===== src/rtl/cfgport_pkg.sv =====
package cfgport_pkg;

    // Which host access hits the block in the current cycle
    typedef struct packed {
        logic idx_wr;
        logic idx_rd;
        logic dat_wr;
        logic dat_rd;
    } cfg_hit_t;

endpackage


===== src/rtl/cfgport_decode.sv =====
module cfgport_decode
    import cfgport_pkg::*;
#(
    parameter int ADDR_W   = 8,
    parameter int IDX_PORT = 'h22,
    parameter int DAT_PORT = 'h23
) (
    input  logic [ADDR_W-1:0] addr,
    input  logic              rd,
    input  logic              wr,
    output cfg_hit_t          hit
);
    localparam logic [ADDR_W-1:0] IDX_A = IDX_PORT[ADDR_W-1:0];
    localparam logic [ADDR_W-1:0] DAT_A = DAT_PORT[ADDR_W-1:0];

    always_comb begin
        hit        = '0;
        hit.idx_wr = wr && (addr == IDX_A);
        hit.idx_rd = rd && (addr == IDX_A);
        hit.dat_wr = wr && (addr == DAT_A);
        hit.dat_rd = rd && (addr == DAT_A);
    end
endmodule


===== src/rtl/cfgport_state.sv =====
module cfgport_state
    import cfgport_pkg::*;
#(
    parameter int DATA_W   = 8,
    parameter int LOCK_IDX = 'h03,
    parameter int KEY      = 'hC5
) (
    input  logic              clk,
    input  logic              rst_n,
    input  cfg_hit_t          hit,
    input  logic [DATA_W-1:0] wdata,
    output logic [DATA_W-1:0] index_q,
    output logic              open_q
);
    localparam logic [DATA_W-1:0] LOCK_V = LOCK_IDX[DATA_W-1:0];
    localparam logic [DATA_W-1:0] KEY_V  = KEY[DATA_W-1:0];

    typedef struct packed {
        logic [DATA_W-1:0] index;
        logic              open;
    } st_t;

    st_t st_d, st_q;

    always_comb begin
        st_d = st_q;
        if (hit.idx_wr)
            st_d.index = wdata;
        if (hit.dat_wr && (st_q.index == LOCK_V))
            st_d.open = (wdata == KEY_V);
    end

    always_ff @(posedge clk) begin
        if (!rst_n) st_q <= '0;
        else        st_q <= st_d;
    end

    assign index_q = st_q.index;
    assign open_q  = st_q.open;

    assert_unlock_R3: assert property (@(posedge clk) disable iff (!rst_n)
        (hit.dat_wr && index_q == LOCK_V && wdata == KEY_V) |=> open_q);
    assert_relock_R4: assert property (@(posedge clk) disable iff (!rst_n)
        (hit.dat_wr && index_q == LOCK_V && wdata != KEY_V) |=> !open_q);
    assert_index_hold_R9: assert property (@(posedge clk) disable iff (!rst_n)
        !hit.idx_wr |=> $stable(index_q));
    assert_lock_only_by_slot_R11: assert property (@(posedge clk) disable iff (!rst_n)
        !(hit.dat_wr && index_q == LOCK_V) |=> $stable(open_q));
endmodule


===== src/rtl/cfgport_access.sv =====
module cfgport_access
    import cfgport_pkg::*;
#(
    parameter int DATA_W   = 8,
    parameter int LOCK_IDX = 'h03
) (
    input  cfg_hit_t          hit,
    input  logic [DATA_W-1:0] index_q,
    input  logic              open_q,
    input  logic [DATA_W-1:0] wdata,
    input  logic [DATA_W-1:0] rf_rdata,
    output logic              rf_we,
    output logic              rf_re,
    output logic [DATA_W-1:0] rf_wdata,
    output logic [DATA_W-1:0] io_rdata
);
    localparam logic [DATA_W-1:0] LOCK_V = LOCK_IDX[DATA_W-1:0];
    localparam logic [DATA_W-1:0] IDLE_V = '1;

    logic at_lock;
    logic pass;

    always_comb begin
        at_lock  = (index_q == LOCK_V);
        pass     = open_q && !at_lock;
        rf_we    = hit.dat_wr && pass;
        rf_re    = hit.dat_rd && pass;
        rf_wdata = wdata;
        io_rdata = IDLE_V;
        if (hit.idx_rd)
            io_rdata = index_q;
        else if (hit.dat_rd) begin
            if (at_lock)     io_rdata = {{(DATA_W-1){1'b0}}, open_q};
            else if (open_q) io_rdata = rf_rdata;
        end
    end
endmodule


===== src/rtl/keyed_cfg_port.sv =====
module keyed_cfg_port
    import cfgport_pkg::*;
#(
    parameter int ADDR_W   = 8,
    parameter int DATA_W   = 8,
    parameter int IDX_PORT = 'h22,
    parameter int DAT_PORT = 'h23,
    parameter int LOCK_IDX = 'h03,
    parameter int KEY      = 'hC5
) (
    input  logic              clk,
    input  logic              rst_n,
    input  logic [ADDR_W-1:0] io_addr,
    input  logic [DATA_W-1:0] io_wdata,
    input  logic              io_wr,
    input  logic              io_rd,
    output logic [DATA_W-1:0] io_rdata,
    output logic [DATA_W-1:0] rf_index,
    output logic [DATA_W-1:0] rf_wdata,
    output logic              rf_we,
    output logic              rf_re,
    input  logic [DATA_W-1:0] rf_rdata
);
    localparam logic [DATA_W-1:0] LOCK_V = LOCK_IDX[DATA_W-1:0];
    localparam logic [ADDR_W-1:0] DAT_A  = DAT_PORT[ADDR_W-1:0];
    localparam logic [ADDR_W-1:0] IDX_A  = IDX_PORT[ADDR_W-1:0];

    cfg_hit_t          hit;
    logic [DATA_W-1:0] index_q;
    logic              open_q;

    cfgport_decode #(.ADDR_W(ADDR_W), .IDX_PORT(IDX_PORT), .DAT_PORT(DAT_PORT)) u_dec (
        .addr(io_addr), .rd(io_rd), .wr(io_wr), .hit(hit)
    );

    cfgport_state #(.DATA_W(DATA_W), .LOCK_IDX(LOCK_IDX), .KEY(KEY)) u_st (
        .clk(clk), .rst_n(rst_n), .hit(hit), .wdata(io_wdata),
        .index_q(index_q), .open_q(open_q)
    );

    cfgport_access #(.DATA_W(DATA_W), .LOCK_IDX(LOCK_IDX)) u_acc (
        .hit(hit), .index_q(index_q), .open_q(open_q), .wdata(io_wdata),
        .rf_rdata(rf_rdata), .rf_we(rf_we), .rf_re(rf_re),
        .rf_wdata(rf_wdata), .io_rdata(io_rdata)
    );

    assign rf_index = index_q;

    assert_closed_no_we_R5: assert property (@(posedge clk) disable iff (!rst_n)
        !open_q |-> !rf_we);
    assert_closed_read_ones_R6: assert property (@(posedge clk) disable iff (!rst_n)
        (io_rd && io_addr == DAT_A && !open_q && rf_index != LOCK_V) |-> (io_rdata == '1 && !rf_re));
    assert_lock_slot_isolated_R10: assert property (@(posedge clk) disable iff (!rst_n)
        (rf_index == LOCK_V) |-> !(rf_we || rf_re));
    assert_index_port_no_strobe_R2: assert property (@(posedge clk) disable iff (!rst_n)
        (io_addr == IDX_A) |-> !(rf_we || rf_re));
endmodule


===== config.mk =====
export PLATFORM = sky130hd
export DESIGN_NAME = keyed_cfg_port
export DESIGN_NICKNAME = d
export VERILOG_FILES = /design/src/rtl/cfgport_pkg.sv /design/src/rtl/cfgport_decode.sv /design/src/rtl/cfgport_state.sv /design/src/rtl/cfgport_access.sv /design/src/rtl/keyed_cfg_port.sv
export SDC_FILE = /design/constraint.sdc
export NUM_CORES = 1
export LEC_CHECK = 0
export ABC_AREA = 1
export BUFFER_PORTS_ARGS = -buffer_cell sky130_fd_sc_hd__buf_2
export CORE_MARGIN = 2
export CORE_UTILIZATION = 42
export CTS_BUF_LIST = sky130_fd_sc_hd__clkbuf_16
export CTS_CLUSTER_DIAMETER = 120
export DETAILED_ROUTE_END_ITERATION = 12
export PLACE_DENSITY = 0.83
export SKIP_LAST_GASP = 1
export SLEW_MARGIN = 30
export SYNTH_ARGS = -nofsm -noshare
export SYNTH_HDL_FRONTEND = slang
export SYNTH_SLANG_ARGS = --single-unit

===== constraint.sdc =====
create_clock -name clk -period 2.6 [get_ports clk]
set_clock_uncertainty 0.05 [all_clocks]
set_input_delay 0.13 -clock clk [delete_from_list [all_inputs] [get_ports clk]]
set_output_delay 0.13 -clock clk [all_outputs]
set_load 0.1 [all_outputs]

# After elaboration in Yosys (flattened, before gate mapping)
# Index checks and enable logic that the tools add are counted.
totals:
  register_bits: 9
  in_bits: 28
  out_inout_bits: 26
  word_cells: 19
op_classes:
  n_eq_ne: 4
  muxes: 4
  n_reduce_logical: 9
op_table:
  columns: ["cell", "n"]
  rows:
  - ["2-to-1 mux 8 bit", 4]
  - ["equality test 8 x 6 -> 1 bit (second input constant)", 2]
  - ["equality test 8 x 2 -> 1 bit (second input constant)", 1]
  - ["equality test 8 bit (second input constant)", 1]
  - ["logical AND 1 bit", 8]
  - ["logical NOT 1 bit", 1]

# Depth between registers and ports, before layout
# Gate-level depths: netlist of run 1.
depth:
  word_depth: 4
  ltp_mapped: 9
  depth_no_buf: 9

# Modules after synthesis
# Synthesis of run 1 repeated with hierarchy kept, for this count alone.
hier_totals:
  cells_unflattened: 132
  area_unflattened_um2: 739.5
by_module_without_submodules:
  columns: ["mod", "n_inst", "cells_each", "area_per_inst_um2", "seq_area_each_um2"]
  rows:
  - ["cfgport_state", 1, 52, 377.9, 180.2]
  - ["cfgport_access", 1, 58, 276.5, 0.0]
  - ["cfgport_decode", 1, 22, 85.1, 0.0]

# Worst setup path before layout of run 1
# OpenSTA, ideal clock, no wires.
synth_path:
  kind: "flip-flop to output port"
  from: "register u_st.st_q (netlist bit u_st.index_q[6])"
  to: "output io_rdata[1]"
  arrival_time_ps: 2944
  required_time_ps: 2420
  path_slack_ps: -524
  stages_incl_launch_ff: 7
  n_path_buf: 0
  path_cell_list: "dfxtp_1 nor2_1 nand2_1 nor2_1 inv_1 o21ai_0 a21oi_1"
synth_between:
  elab_chain_cells: 4
synth_rtl:
  columns: ["item", "line", "text"]
  rows:
  - ["start, declared", "cfgport_state.sv:23", "st_t st_d, st_q;"]
  - ["start signal, assigned", "cfgport_state.sv:35", "else st_q <= st_d;"]
  - ["equality test 8 x 2 -> 1 bit", "cfgport_access.sv:24", "at_lock = (index_q == LOCK_V);"]
  - ["2-to-1 mux 8 bit", "cfgport_access.sv:33", "if (at_lock) io_rdata = {{(DATA_W-1){1'b0}}, open_q};"]
  - ["2-to-1 mux 8 bit", "cfgport_access.sv:32", "else if (hit.dat_rd) begin"]
  - ["2-to-1 mux 8 bit", "cfgport_access.sv:30", "if (hit.idx_rd)"]
  - ["end, declared", "keyed_cfg_port.sv:17", "output logic [DATA_W-1:0] io_rdata,"]
# No other way between the ends.

# Worst setup path in the final report of run 1
layout_path:
  from: "register u_st.st_q (netlist bit u_st.index_q[6])"
  to: "output io_rdata[5]"
# The elaborated chain is that of the path after synthesis.

==> impl_metrics.prom, run 1 <==
# TYPE chip_impl_metric gauge
chip_impl_metric{name="total_switching_power",unit="uW"} 149.8
chip_impl_metric{name="synthDistinctLibCells",unit=""} 16
chip_impl_metric{name="wire_length_of_the_first_global_routing_pass",unit="um"} 3277
chip_impl_info{name="cts_tree",value="yes"} 1
chip_impl_info{name="min_to",value="u_st.index_q[0]"} 1
chip_impl_info{name="end_kind",value="primary output"} 1
chip_impl_metric{name="postSynthRegisterBits",unit=""} 9
chip_impl_metric{name="maximum_clock_frequency",unit="GHz"} 0.5199
chip_impl_metric{name="drive_gt1_frac",unit=""} 0.4146
chip_impl_info{name="r2r_start",value="u_st.index_q[1]"} 1
chip_impl_metric{name="route.final.wire_length",unit="um"} 2101
chip_impl_metric{name="iteration_0_drc_markers",unit=""} 19
chip_impl_info{name="min_path_type",value="input pin to flop"} 1
chip_impl_metric{name="cts_inserted_buffers",unit=""} 3
chip_impl_metric{name="synthesized_area",unit="um^2"} 723.2
chip_impl_metric{name="worst_slack",unit="ns"} 0.6767
chip_impl_info{name="rsz0062_at_grt",value="false"} 1
chip_impl_metric{name="fp.dieW",unit="um"} 45.50
chip_impl_metric{name="synth_nets",unit=""} 144
chip_impl_metric{name="detail-route-antenna-nets",unit=""} 0
chip_impl_metric{name="p_leak",unit="nW"} 0.5343
chip_impl_metric{name="post-route-drc-count",unit=""} 0
chip_impl_metric{name="seq_area_frac_synth",unit=""} 0.2491
chip_impl_info{name="crit_type",value="flop to primary output"} 1
chip_impl_info{name="layout_commonest_cell",value="buf_2"} 1
chip_impl_metric{name="core",unit="um^2"} 1559
chip_impl_metric{name="power.share.clock",unit=""} 0.535
chip_impl_metric{name="ys_warn_count",unit=""} 0
chip_impl_metric{name="total_power",unit="uW"} 513.9
chip_impl_metric{name="worst-slew-pin-transition",unit="ns"} 0.4941
chip_impl_metric{name="cts-resized-gates",unit=""} 0
chip_impl_metric{name="dp_hpwl",unit="um"} 1671
chip_impl_metric{name="via_count",unit=""} 930
chip_impl_metric{name="timing.critical_path.required",unit="ns"} 2.42
chip_impl_metric{name="ctsHoldBuffers",unit=""} 0
chip_impl_metric{name="die_h",unit="um"} 45.50
chip_impl_metric{name="finalHoldViolations",unit=""} 0
chip_impl_metric{name="switching_share",unit=""} 0.2914
chip_impl_metric{name="insertion_delay",unit="ns"} 0.24
chip_impl_metric{name="number_of_antenna_violations_at_the_first_check_in_global_routing",unit=""} 0
chip_impl_info{name="timing.hold.worst.start",value="io_wdata[0]"} 1
chip_impl_metric{name="pre_antenna_drt_iters",unit=""} 4
chip_impl_metric{name="post-cts-setup-buffer-count",unit=""} 0
chip_impl_metric{name="r2r_cells",unit=""} 7
chip_impl_metric{name="slew-limit-headroom",unit=""} 0.6729
chip_impl_metric{name="antennaDiodeCount",unit=""} 0
chip_impl_metric{name="final_period_demand_of_the_worst_path",unit="ns"} 1.923
chip_impl_metric{name="cts.path.max_buffers",unit=""} 2
chip_impl_metric{name="internal_power_component",unit="uW"} 364.1
chip_impl_metric{name="worst-path-max-fanout",unit=""} 9
chip_impl_metric{name="num_rows",unit=""} 14
chip_impl_metric{name="period_share",unit=""} 0.7397
chip_impl_metric{name="power_density",unit="nW/um^2"} 489.5
chip_impl_metric{name="max-cap-violations",unit=""} 0
chip_impl_info{name="rr_endpoint",value="u_st.open_q"} 1
chip_impl_metric{name="min_delay_path_depth",unit=""} 3
chip_impl_metric{name="netlist_instances",unit=""} 116
chip_impl_metric{name="average_wire_length_per_cell_after_detail_routing",unit="um"} 11.67
chip_impl_metric{name="grt_max_degree",unit=""} 11
chip_impl_info{name="outcome",value="complete, no violations"} 1
chip_impl_metric{name="overall_fraction_of_global_route_tracks_in_use",unit=""} 0.2192
chip_impl_info{name="layout.cells.most_common_list",value="53 x buf_2, 25 x nand2_1, 24 x nor2_1"} 1
chip_impl_metric{name="avgSynthCellArea",unit="um^2"} 6.234
chip_impl_metric{name="synthToLayoutAreaGrowth",unit="%"} 45.16
chip_impl_metric{name="finalWeightedCongestion",unit=""} 0.7971
chip_impl_metric{name="ff2ff_setup_slack",unit="ns"} 1.45
chip_impl_info{name="root_buffer",value="clkbuf_16"} 1
chip_impl_metric{name="boundaryPins",unit=""} 54
chip_impl_metric{name="clkSlewWorstSetupHoldPaths",unit="ns"} 0.04
chip_impl_metric{name="finish.net_count",unit=""} 193
chip_impl_metric{name="numPortBuffers",unit=""} 53
chip_impl_metric{name="max-vdd-ir-drop",unit="uV"} 477.1
chip_impl_metric{name="grt.overflow.total",unit=""} 0
chip_impl_info{name="worst_setup_path_start_kind",value="flop"} 1
chip_impl_metric{name="setup_viol_count_final",unit=""} 0
chip_impl_metric{name="slew_viol_final",unit=""} 0
chip_impl_metric{name="via_cell_ratio",unit=""} 5.167
chip_impl_metric{name="worstPathArrival",unit="ns"} 1.74
chip_impl_metric{name="pre_cts_ws",unit="ns"} 0.9257
chip_impl_metric{name="initial_utilization",unit=""} 0.4639
chip_impl_metric{name="htree_levels",unit=""} 1
chip_impl_metric{name="dieArea",unit="um^2"} 2070
chip_impl_metric{name="combinationalPowerShare",unit=""} 0.194
chip_impl_metric{name="clock_sinks",unit=""} 9
chip_impl_metric{name="seqPwrFrac",unit=""} 0.270
chip_impl_metric{name="first_global_vias",unit=""} 817
==> synthesized netlist by cell type <==
library cell | count | area (um^2)
nor2_1 | 24 | 90.09
nand3_4 | 1 | 17.52
buf_4 | 8 | 60.06
nor2_4 | 1 | 11.26
nand2_1 | 25 | 93.84
o21ai_0 | 7 | 35.03
clkbuf_1 | 1 | 3.750
a21boi_0 | 7 | 52.55
or2_2 | 1 | 6.260
nand4_1 | 8 | 50.05
nand3_1 | 4 | 20.02
nor3_4 | 1 | 16.27
nand3_2 | 1 | 10.01
dfxtp_1 | 9 | 180.2
a21oi_1 | 7 | 35.03
inv_1 | 11 | 41.29
==> worst max-delay path, cell delays in order (launching register included) <==
cell and delay, ns:
dfxtp_1 0.37, nor2_1 0.06, nand2_1 0.07, nor2_1 0.07, inv_1 0.17, o21ai_0 0.16
a21oi_2 0.16, buf_2 0.44
==> cells by family (layout without fill, tap and decap cells) <==
kind of cell,Yosys count,after routing,synth area share
AND/OR/NAND/NOR,66,66,0.4360
AO/OA/AOI/OAI,21,21,0.1695
buffers and inverters,20,68,0.1453
flip-flops,9,9,0.2491
==> metal layers <==
| metal | GRT usage | part of all wire | wire length, um | vias up |
|---|---|---|---|---|
| li1 | - | - | - | 471 |
| met1 | 0.2386 | 0.40 | 838 | 413 |
| met5 | 0 | 0 | 0 | - |
| met3 | 0.07540 | 0.075 | 158 | 5 |
| met2 | 0.3803 | 0.50 | 1061 | 41 |
| met4 | 0.09412 | 0.020 | 43 | 0 |
==> power by group through the flow <==
stage          Clock (mW)  Combinational, mW  Sequential, mW
5_1_grt             0.289              0.105           0.139
6_report            0.275             0.0998           0.139
2_1_floorplan           0             0.0735           0.142
4_1_cts             0.282             0.0996           0.139
3_3_place_gp            0             0.0983           0.141
3_5_place_dp            0             0.0995           0.141
==> cell type report <==
class | instances | area, um^2
flip-flops and latches | 9 | 180.2
repair buffers | 53 | 265.3
clock buffers | 3 | 75.07
inverters | 11 | 41.29
fillers | 136 | 509.2
clock inverters | 1 | 3.754
well taps | 16 | 20.02
multi-input cells | 87 | 464.2
==> sequential cells by signal, indices dropped and copies added (netlist names) <==
register,count
u_st.index_q,8
u_st.open_q,1
==> worst max path at each step <==
stage,start,end,slack (ns),cells after the start
floorplan,u_st.index_q[6],rf_re,-0.27,6
global placement,io_addr[0],io_rdata[2],0.99,8
detailed placement,io_addr[7],io_rdata[0],0.93,10
CTS,u_st.index_q[6],io_rdata[5],0.67,7
global route,u_st.index_q[4],io_rdata[5],0.58,7
finish,u_st.index_q[6],io_rdata[5],0.68,7
==> metrics by stage <==
step / setup TNS, ns / instance area [um^2] / instances / utilization / hold WS, ns
3_5_place_dp: 0 / 970.9 / 176 / 0.6228 / 0.3621
6_report: 0 / 1050 / 180 / 0.6734 / 0.1126
3_3_place_gp: 0 / 970.9 / 176 / 0.6228 / 0.3522
4_1_cts: 0 / 1050 / 180 / 0.6734 / 0.1120
2_1_floorplan: -0.5330 / 749.5 / 116 / - / 0.2005
5_1_grt: 0 / 1050 / 180 / 0.6734 / 0.1381
(Power assumes the default switching activity.)
==> run 2, diff against run 1 <==
CORE_UTILIZATION = 39   (was 42)
PLACE_DENSITY = 0.78   (was 0.83)
clock period = 1.88 ns   (was 2.6 ns; I/O delays follow)
==> impl_metrics.prom, run 2 (synthesis results as in run 1) <==
# TYPE chip_impl_metric gauge
chip_impl_metric{name="largest_reg_flops",unit=""} 8
chip_impl_info{name="layout.cells.most_common_list",value="47 x buf_2, 25 x nand2_1, 22 x nor2_1"} 1
chip_impl_metric{name="switching_share",unit=""} 0.2756
chip_impl_metric{name="slew-limit-headroom",unit=""} 0.6688
chip_impl_metric{name="worstPathArrival",unit="ns"} 1.62
chip_impl_info{name="min_path_type",value="input pin to flop"} 1
chip_impl_metric{name="max-vdd-ir-drop",unit="uV"} 534.5
chip_impl_metric{name="numPortBuffers",unit=""} 53
chip_impl_metric{name="internal_power_component",unit="uW"} 494.5
chip_impl_metric{name="worst-slew-pin-transition",unit="ns"} 0.5003
chip_impl_metric{name="dp_hpwl",unit="um"} 1679
chip_impl_metric{name="insertion_delay",unit="ns"} 0.23
chip_impl_metric{name="wire_length_of_the_first_global_routing_pass",unit="um"} 3070
chip_impl_metric{name="number_of_antenna_violations_at_the_first_check_in_global_routing",unit=""} 0
chip_impl_metric{name="worst-path-max-fanout",unit=""} 9
chip_impl_metric{name="fp.dieW",unit="um"} 47.06
chip_impl_info{name="top_signal_layer_used",value="met3"} 1
chip_impl_metric{name="period_share",unit=""} 0.9389
chip_impl_info{name="cp_cell_sequence",value="nand2_1, inv_1, nand2_1, nor2_1, inv_2, o21ai_0, a21oi_4, buf_2"} 1
chip_impl_metric{name="grt_max_degree",unit=""} 11
chip_impl_metric{name="final_period_demand_of_the_worst_path",unit="ns"} 1.765
chip_impl_metric{name="r2r_cells",unit=""} 7
chip_impl_metric{name="antennaDiodeCount",unit=""} 0
chip_impl_metric{name="boundaryPins",unit=""} 54
chip_impl_metric{name="setup_viol_count_final",unit=""} 0
chip_impl_metric{name="total_switching_power",unit="uW"} 188.1
chip_impl_metric{name="average_wire_length_per_cell_after_detail_routing",unit="um"} 10.58
chip_impl_metric{name="crit_path_max_incr_delay",unit="ns"} 0.43
chip_impl_metric{name="via_cell_ratio",unit=""} 4.770
chip_impl_metric{name="cts.path.max_buffers",unit=""} 2
chip_impl_metric{name="fin_tns_setup",unit="ns"} 0
chip_impl_info{name="cp_common_cell",value="nand2_1"} 1
chip_impl_metric{name="drive_gt1_frac",unit=""} 0.4940
chip_impl_metric{name="seqPwrFrac",unit=""} 0.269
chip_impl_metric{name="max-cap-violations",unit=""} 0
chip_impl_info{name="layout_commonest_cell",value="buf_2"} 1
chip_impl_metric{name="maximum_clock_frequency",unit="GHz"} 0.5665
chip_impl_metric{name="synthToLayoutAreaGrowth",unit="%"} 64.19
chip_impl_info{name="critical_path.top_delay_family",value="buffers and inverters"} 1
chip_impl_metric{name="timing.critical_path.required",unit="ns"} 1.74
chip_impl_metric{name="core",unit="um^2"} 1727
chip_impl_metric{name="clkSlewWorstSetupHoldPaths",unit="ns"} 0.04
chip_impl_metric{name="routed-wl-met2",unit="um"} 1026
chip_impl_metric{name="p_leak",unit="nW"} 0.5737
chip_impl_info{name="root_buffer",value="clkbuf_16"} 1
chip_impl_metric{name="die_h",unit="um"} 47.06
chip_impl_metric{name="finish.net_count",unit=""} 195
chip_impl_metric{name="final_core_util",unit=""} 0.6877
chip_impl_metric{name="placed_cells",unit=""} 187
chip_impl_metric{name="initial_utilization",unit=""} 0.4188
chip_impl_metric{name="combinationalPowerShare",unit=""} 0.203
chip_impl_metric{name="via_count",unit=""} 911
chip_impl_info{name="worst_setup_path_start_kind",value="flop"} 1
chip_impl_metric{name="post-cts-setup-buffer-count",unit=""} 0
chip_impl_metric{name="power.share.clock",unit=""} 0.528
chip_impl_info{name="end_kind",value="primary output"} 1
chip_impl_metric{name="route.final.wire_length",unit="um"} 2021
chip_impl_metric{name="dieArea",unit="um^2"} 2215
chip_impl_metric{name="ctsHoldBuffers",unit=""} 0
chip_impl_metric{name="cts-resized-gates",unit=""} 0
chip_impl_metric{name="drt-met1-wl",unit="um"} 893
chip_impl_metric{name="finalHoldViolations",unit=""} 0
chip_impl_metric{name="worst-path-buf-inv",unit=""} 3
chip_impl_info{name="crit_type",value="flop to primary output"} 1
chip_impl_metric{name="power_density",unit="nW/um^2"} 574.9
chip_impl_info{name="outcome",value="complete, no violations"} 1
chip_impl_metric{name="wl_met3",unit="um"} 101
chip_impl_metric{name="filler_cell_count",unit=""} 158
chip_impl_metric{name="pre_antenna_drt_iters",unit=""} 4
chip_impl_metric{name="final_cell_count_no_fill",unit=""} 191
chip_impl_metric{name="grt.overflow.total",unit=""} 0
chip_impl_metric{name="htree_levels",unit=""} 1
chip_impl_metric{name="cts_inserted_buffers",unit=""} 3
chip_impl_metric{name="clock_sinks",unit=""} 9
chip_impl_info{name="cts_tree",value="yes"} 1
chip_impl_metric{name="finalWeightedCongestion",unit=""} 0.8079
chip_impl_metric{name="overall_fraction_of_global_route_tracks_in_use",unit=""} 0.1868
chip_impl_metric{name="first_global_vias",unit=""} 782
chip_impl_info{name="crit_path_top_delay_cell",value="buf_2"} 1
chip_impl_metric{name="num_rows",unit=""} 15
chip_impl_info{name="rsz0062_at_grt",value="false"} 1
chip_impl_metric{name="iteration_0_drc_markers",unit=""} 15
chip_impl_metric{name="detail-route-antenna-nets",unit=""} 0
chip_impl_metric{name="min_delay_path_depth",unit=""} 3
chip_impl_metric{name="post-route-drc-count",unit=""} 0
chip_impl_metric{name="timing.critical_path.depth",unit=""} 8
chip_impl_metric{name="slew_viol_final",unit=""} 0
chip_impl_metric{name="total_power",unit="uW"} 682.6
==> run 2: cell types whose count changed in the layout (fill, tap and decap cells not counted), sizes merged <==
cell      previous run  this run
buf                 53        51
clkbuf               3         7
clkinvlp             0         1
inv                 12        11
==> run 2: cell type report <==
cell class	count	area [um^2]	area share
inverter	11	45.04	0.03793
multi-input combinational	87	531.8	0.4478
clock inverter	1	3.754	0.003161
timing repair buffer	55	295.3	0.2487
tap	25	31.28	0.02634
clock buffer	3	75.07	0.06322
sequential	9	205.2	0.1728
==> run 2: path summary, 6_finish.rpt <==
kind	slack, ns	end	startpoint
hold / removal	0.08	u_st.index_q[0]	io_wdata[0]
hold reg to reg	0.44	u_st.index_q[3]	u_st.index_q[3]
setup / recovery	0.11	io_rdata[4]	u_st.index_q[1]
setup reg to reg	0.69	u_st.open_q	u_st.index_q[2]
==> run 2: power by group through the flow <==
stage | clock [mW] | sequential, mW | combinational [mW]
after floorplan | 0 | 0.189 | 0.102
after global placement | 0 | 0.187 | 0.136
after detailed placement | 0 | 0.187 | 0.138
after CTS | 0.367 | 0.184 | 0.138
after global routing | 0.378 | 0.184 | 0.145
final | 0.360 | 0.184 | 0.138
==> run 2: per-layer routing <==
layer	GRT usage	vias up
met2	0.3562	28
met5	0	-
met3	0.02308	0
met1	0.2308	407
li1	-	476
met4	0.01667	0
==> run 2: through the flow <==
stage               worst slack [ns]  area, um^2  hold slack (ns)
finish                        0.1148        1187          0.08127
global route                 0.02045        1187           0.1055
CTS                          0.01323        1172          0.08490
detailed placement            0.2625        1094           0.3219
global placement              0.2959        1094           0.3026
floorplan                  0.0007871       845.8           0.1548
==> run 2: tightest hold or removal path, cell delays in order <==
cell and delay, ns:
buf_2 0.10, nor2_1 0.05, nor2_1 0.08
==> run 3, diff against run 2 <==
BUFFER_PORTS_ARGS = default   (was -buffer_cell sky130_fd_sc_hd__buf_2)
CORE_UTILIZATION = 44   (was 39)
DONT_BUFFER_PORTS = 1   (was default)
PLACE_DENSITY = default   (was 0.78)
==> impl_metrics.prom, run 3 (synthesis results as in run 1) <==
# TYPE chip_impl_metric gauge
chip_impl_info{name="outcome",value="complete, no violations"} 1
chip_impl_metric{name="p_leak",unit="nW"} 0.5057
chip_impl_metric{name="final_period_demand_of_the_worst_path",unit="ns"} 1.694
chip_impl_metric{name="number_of_antenna_violations_at_the_first_check_in_global_routing",unit=""} 0
chip_impl_info{name="rsz0062_at_grt",value="false"} 1
chip_impl_info{name="timing.hold.worst.start",value="io_wdata[5]"} 1
chip_impl_metric{name="htree_levels",unit=""} 1
chip_impl_metric{name="worstPathArrival",unit="ns"} 1.55
chip_impl_metric{name="dp_hpwl",unit="um"} 1736
chip_impl_metric{name="cts_inserted_buffers",unit=""} 3
chip_impl_info{name="layout_commonest_cell",value="nand2_1"} 1
chip_impl_info{name="cp_cell_sequence",value="inv_1, or2_2, nand2_1, nand3_1, nand2_1, clkinvlp_4, buf_12"} 1
chip_impl_metric{name="fin_tns_setup",unit="ns"} 0
chip_impl_metric{name="global_route.usage.met3",unit=""} 0.05306
chip_impl_metric{name="maximum_clock_frequency",unit="GHz"} 0.5902
chip_impl_metric{name="numPortBuffers",unit=""} 0
chip_impl_metric{name="setup_viol_count_final",unit=""} 0
chip_impl_metric{name="slew_viol_final",unit=""} 0
chip_impl_metric{name="period_share",unit=""} 0.9013
chip_impl_metric{name="r2r_cells",unit=""} 5
chip_impl_info{name="cp_common_cell",value="nand2_1"} 1
chip_impl_info{name="layout.cells.most_common_list",value="25 x nand2_1, 21 x nor2_1, 10 x inv_1, 10 x buf_12, 10 x buf_4"} 1
chip_impl_metric{name="combinationalPowerShare",unit=""} 0.050
chip_impl_metric{name="timing.critical_path.required",unit="ns"} 1.74
chip_impl_metric{name="ff2ff_setup_slack",unit="ns"} 0.60
chip_impl_metric{name="average_wire_length_per_cell_after_detail_routing",unit="um"} 14.87
chip_impl_info{name="root_buffer",value="clkbuf_16"} 1
chip_impl_metric{name="post-route-drc-count",unit=""} 0
chip_impl_info{name="min_to",value="u_st.index_q[5]"} 1
chip_impl_info{name="crit_type",value="flop to primary output"} 1
chip_impl_info{name="rr_endpoint",value="u_st.index_q[0]"} 1
chip_impl_metric{name="total_power",unit="uW"} 584.3
chip_impl_metric{name="groute.layer.met1.usage",unit=""} 0.3086
chip_impl_metric{name="power.share.clock",unit=""} 0.635
chip_impl_metric{name="core",unit="um^2"} 1524
chip_impl_metric{name="route.final.wire_length",unit="um"} 2215
chip_impl_info{name="worst_setup_path_start_kind",value="flop"} 1
chip_impl_metric{name="total_switching_power",unit="uW"} 111.8
chip_impl_info{name="end_kind",value="primary output"} 1
chip_impl_info{name="global_route.peak_usage_layer",value="met2"} 1
chip_impl_info{name="cts_tree",value="yes"} 1
chip_impl_metric{name="hold-worst-slack",unit="ns"} 0.001254
chip_impl_metric{name="iteration_0_drc_markers",unit=""} 21
chip_impl_metric{name="dieArea",unit="um^2"} 1984
chip_impl_metric{name="internal_power_component",unit="uW"} 472.6
chip_impl_metric{name="wire_length_of_the_first_global_routing_pass",unit="um"} 3939
chip_impl_metric{name="seq_area",unit="um^2"} 205.2
chip_impl_metric{name="max-cap-violations",unit=""} 0
chip_impl_metric{name="worst-slew-pin-transition",unit="ns"} 0.3284
chip_impl_metric{name="grt.overflow.total",unit=""} 0
chip_impl_metric{name="clkSlewWorstSetupHoldPaths",unit="ns"} 0.04
chip_impl_metric{name="filler_cell_count",unit=""} 110
chip_impl_metric{name="antennaDiodeCount",unit=""} 0
chip_impl_metric{name="worst-path-max-fanout",unit=""} 9
chip_impl_metric{name="pre_antenna_drt_iters",unit=""} 4
chip_impl_metric{name="insertion_delay",unit="ns"} 0.24
chip_impl_metric{name="detail-route-antenna-nets",unit=""} 0
chip_impl_metric{name="via_cell_ratio",unit=""} 5.698
chip_impl_metric{name="crit_path_max_incr_delay",unit="ns"} 0.35
chip_impl_metric{name="overall_fraction_of_global_route_tracks_in_use",unit=""} 0.2753
chip_impl_metric{name="die_h",unit="um"} 44.54
chip_impl_metric{name="grt_max_degree",unit=""} 11
chip_impl_metric{name="slew-limit-headroom",unit=""} 0.7787
chip_impl_metric{name="gr-usage-met2",unit=""} 0.4667
chip_impl_metric{name="synthToLayoutAreaGrowth",unit="%"} 62.98
chip_impl_metric{name="multi_input_comb_area",unit="um^2"} 534.3
chip_impl_metric{name="largest_reg_flops",unit=""} 8
chip_impl_info{name="r2r_start",value="u_st.index_q[0]"} 1
chip_impl_metric{name="boundaryPins",unit=""} 54
chip_impl_metric{name="num_rows",unit=""} 14
chip_impl_metric{name="finalHoldViolations",unit=""} 0
chip_impl_metric{name="initial_utilization",unit=""} 0.4745
chip_impl_metric{name="power_density",unit="nW/um^2"} 495.8
chip_impl_metric{name="finalWeightedCongestion",unit=""} 0.8139
chip_impl_metric{name="first_global_vias",unit=""} 874
chip_impl_metric{name="drive_gt1_frac",unit=""} 0.3609
chip_impl_metric{name="seqPwrFrac",unit=""} 0.314
chip_impl_info{name="crit_path_top_delay_cell",value="dfxtp_1"} 1
chip_impl_metric{name="via_count",unit=""} 849
chip_impl_metric{name="min_delay_path_depth",unit=""} 2
chip_impl_metric{name="fp.dieW",unit="um"} 44.54
chip_impl_metric{name="finish.net_count",unit=""} 162
chip_impl_metric{name="switching_share",unit=""} 0.1913
chip_impl_metric{name="max-vdd-ir-drop",unit="uV"} 560.8
chip_impl_metric{name="cts.path.max_buffers",unit=""} 2
chip_impl_metric{name="clock_sinks",unit=""} 9
chip_impl_info{name="min_path_type",value="input pin to flop"} 1
-- run 3: changes by cell type in the layout (fill, tap and decap cells not counted), sizes merged --
| cell | previous run | this run |
|---|---|---|
| dlygate4sd3 | 0 | 2 |
| clkbuf | 7 | 3 |
| buf | 51 | 20 |
-- run 3: worst max-delay path by stage --
| stage | depth (start not counted) | startpoint | slack, ns | endpoint |
|---|---|---|---|---|
| 2_1_floorplan | 6 | u_st.index_q[3] | 0.0008 | io_rdata[1] |
| 6_report | 7 | u_st.open_q | 0.19 | io_rdata[0] |
| 4_1_cts | 9 | u_st.index_q[6] | 0.07 | io_rdata[0] |
| 3_3_place_gp | 9 | u_st.index_q[6] | 0.43 | io_rdata[0] |
| 5_1_grt | 9 | u_st.index_q[6] | 0.08 | io_rdata[0] |
| 3_5_place_dp | 9 | u_st.index_q[6] | 0.33 | io_rdata[0] |
-- run 3: power groups by stage --
| stage | combinational (mW) | sequential, mW | clock [mW] |
|---|---|---|---|
| floorplan | 0.102 | 0.189 | 0 |
| detailed placement | 0.0252 | 0.187 | 0 |
| global placement | 0.0243 | 0.187 | 0 |
| CTS | 0.0294 | 0.184 | 0.376 |
| global route | 0.0328 | 0.184 | 0.379 |
| finish | 0.0294 | 0.184 | 0.371 |
-- run 3: area by class of cell --
class	instances	share of cell area
multi-input cells	87	0.4533
repair buffers	22	0.2505
flip-flops and latches	9	0.1741
clock buffers	3	0.06369
inverters	11	0.03822
well taps	16	0.01699
clock inverters	1	0.003185
-- run 3: metal layers --
metal	routed length, um	vias up
met5	0	-
met4	88	0
met3	169	12
met2	1162	39
met1	795	389
li1	-	409
-- run 3: critical path: cells and delay by family (launching register included) --
family,cells,cell delay [ns]
simple gates,4,0.54
flops,1,0.35
buf+inv,3,0.42
-- run 3: metrics by stage --
stage	cell area, um^2	utilization	instances	setup slack (ns)
4_1_cts	1176	0.7718	149	0.07357
3_3_place_gp	1077	0.7069	143	0.4294
5_1_grt	1179	0.7734	149	0.08457
2_1_floorplan	845.8	-	116	0.0007871
6_report	1179	0.7734	149	0.1856
3_5_place_dp	1077	0.7069	143	0.3289
-- run 3: repair_timing --
| item | in CTS | in global routing |
|---|---|---|
| resized for setup | 0 | 2 |
| setup endpoints to repair | 0 | 1 |
| hold buffers | 2 | 0 |
| setup buffers | 0 | 0 |
| endpoints found under the hold margin | 9 | 0 |
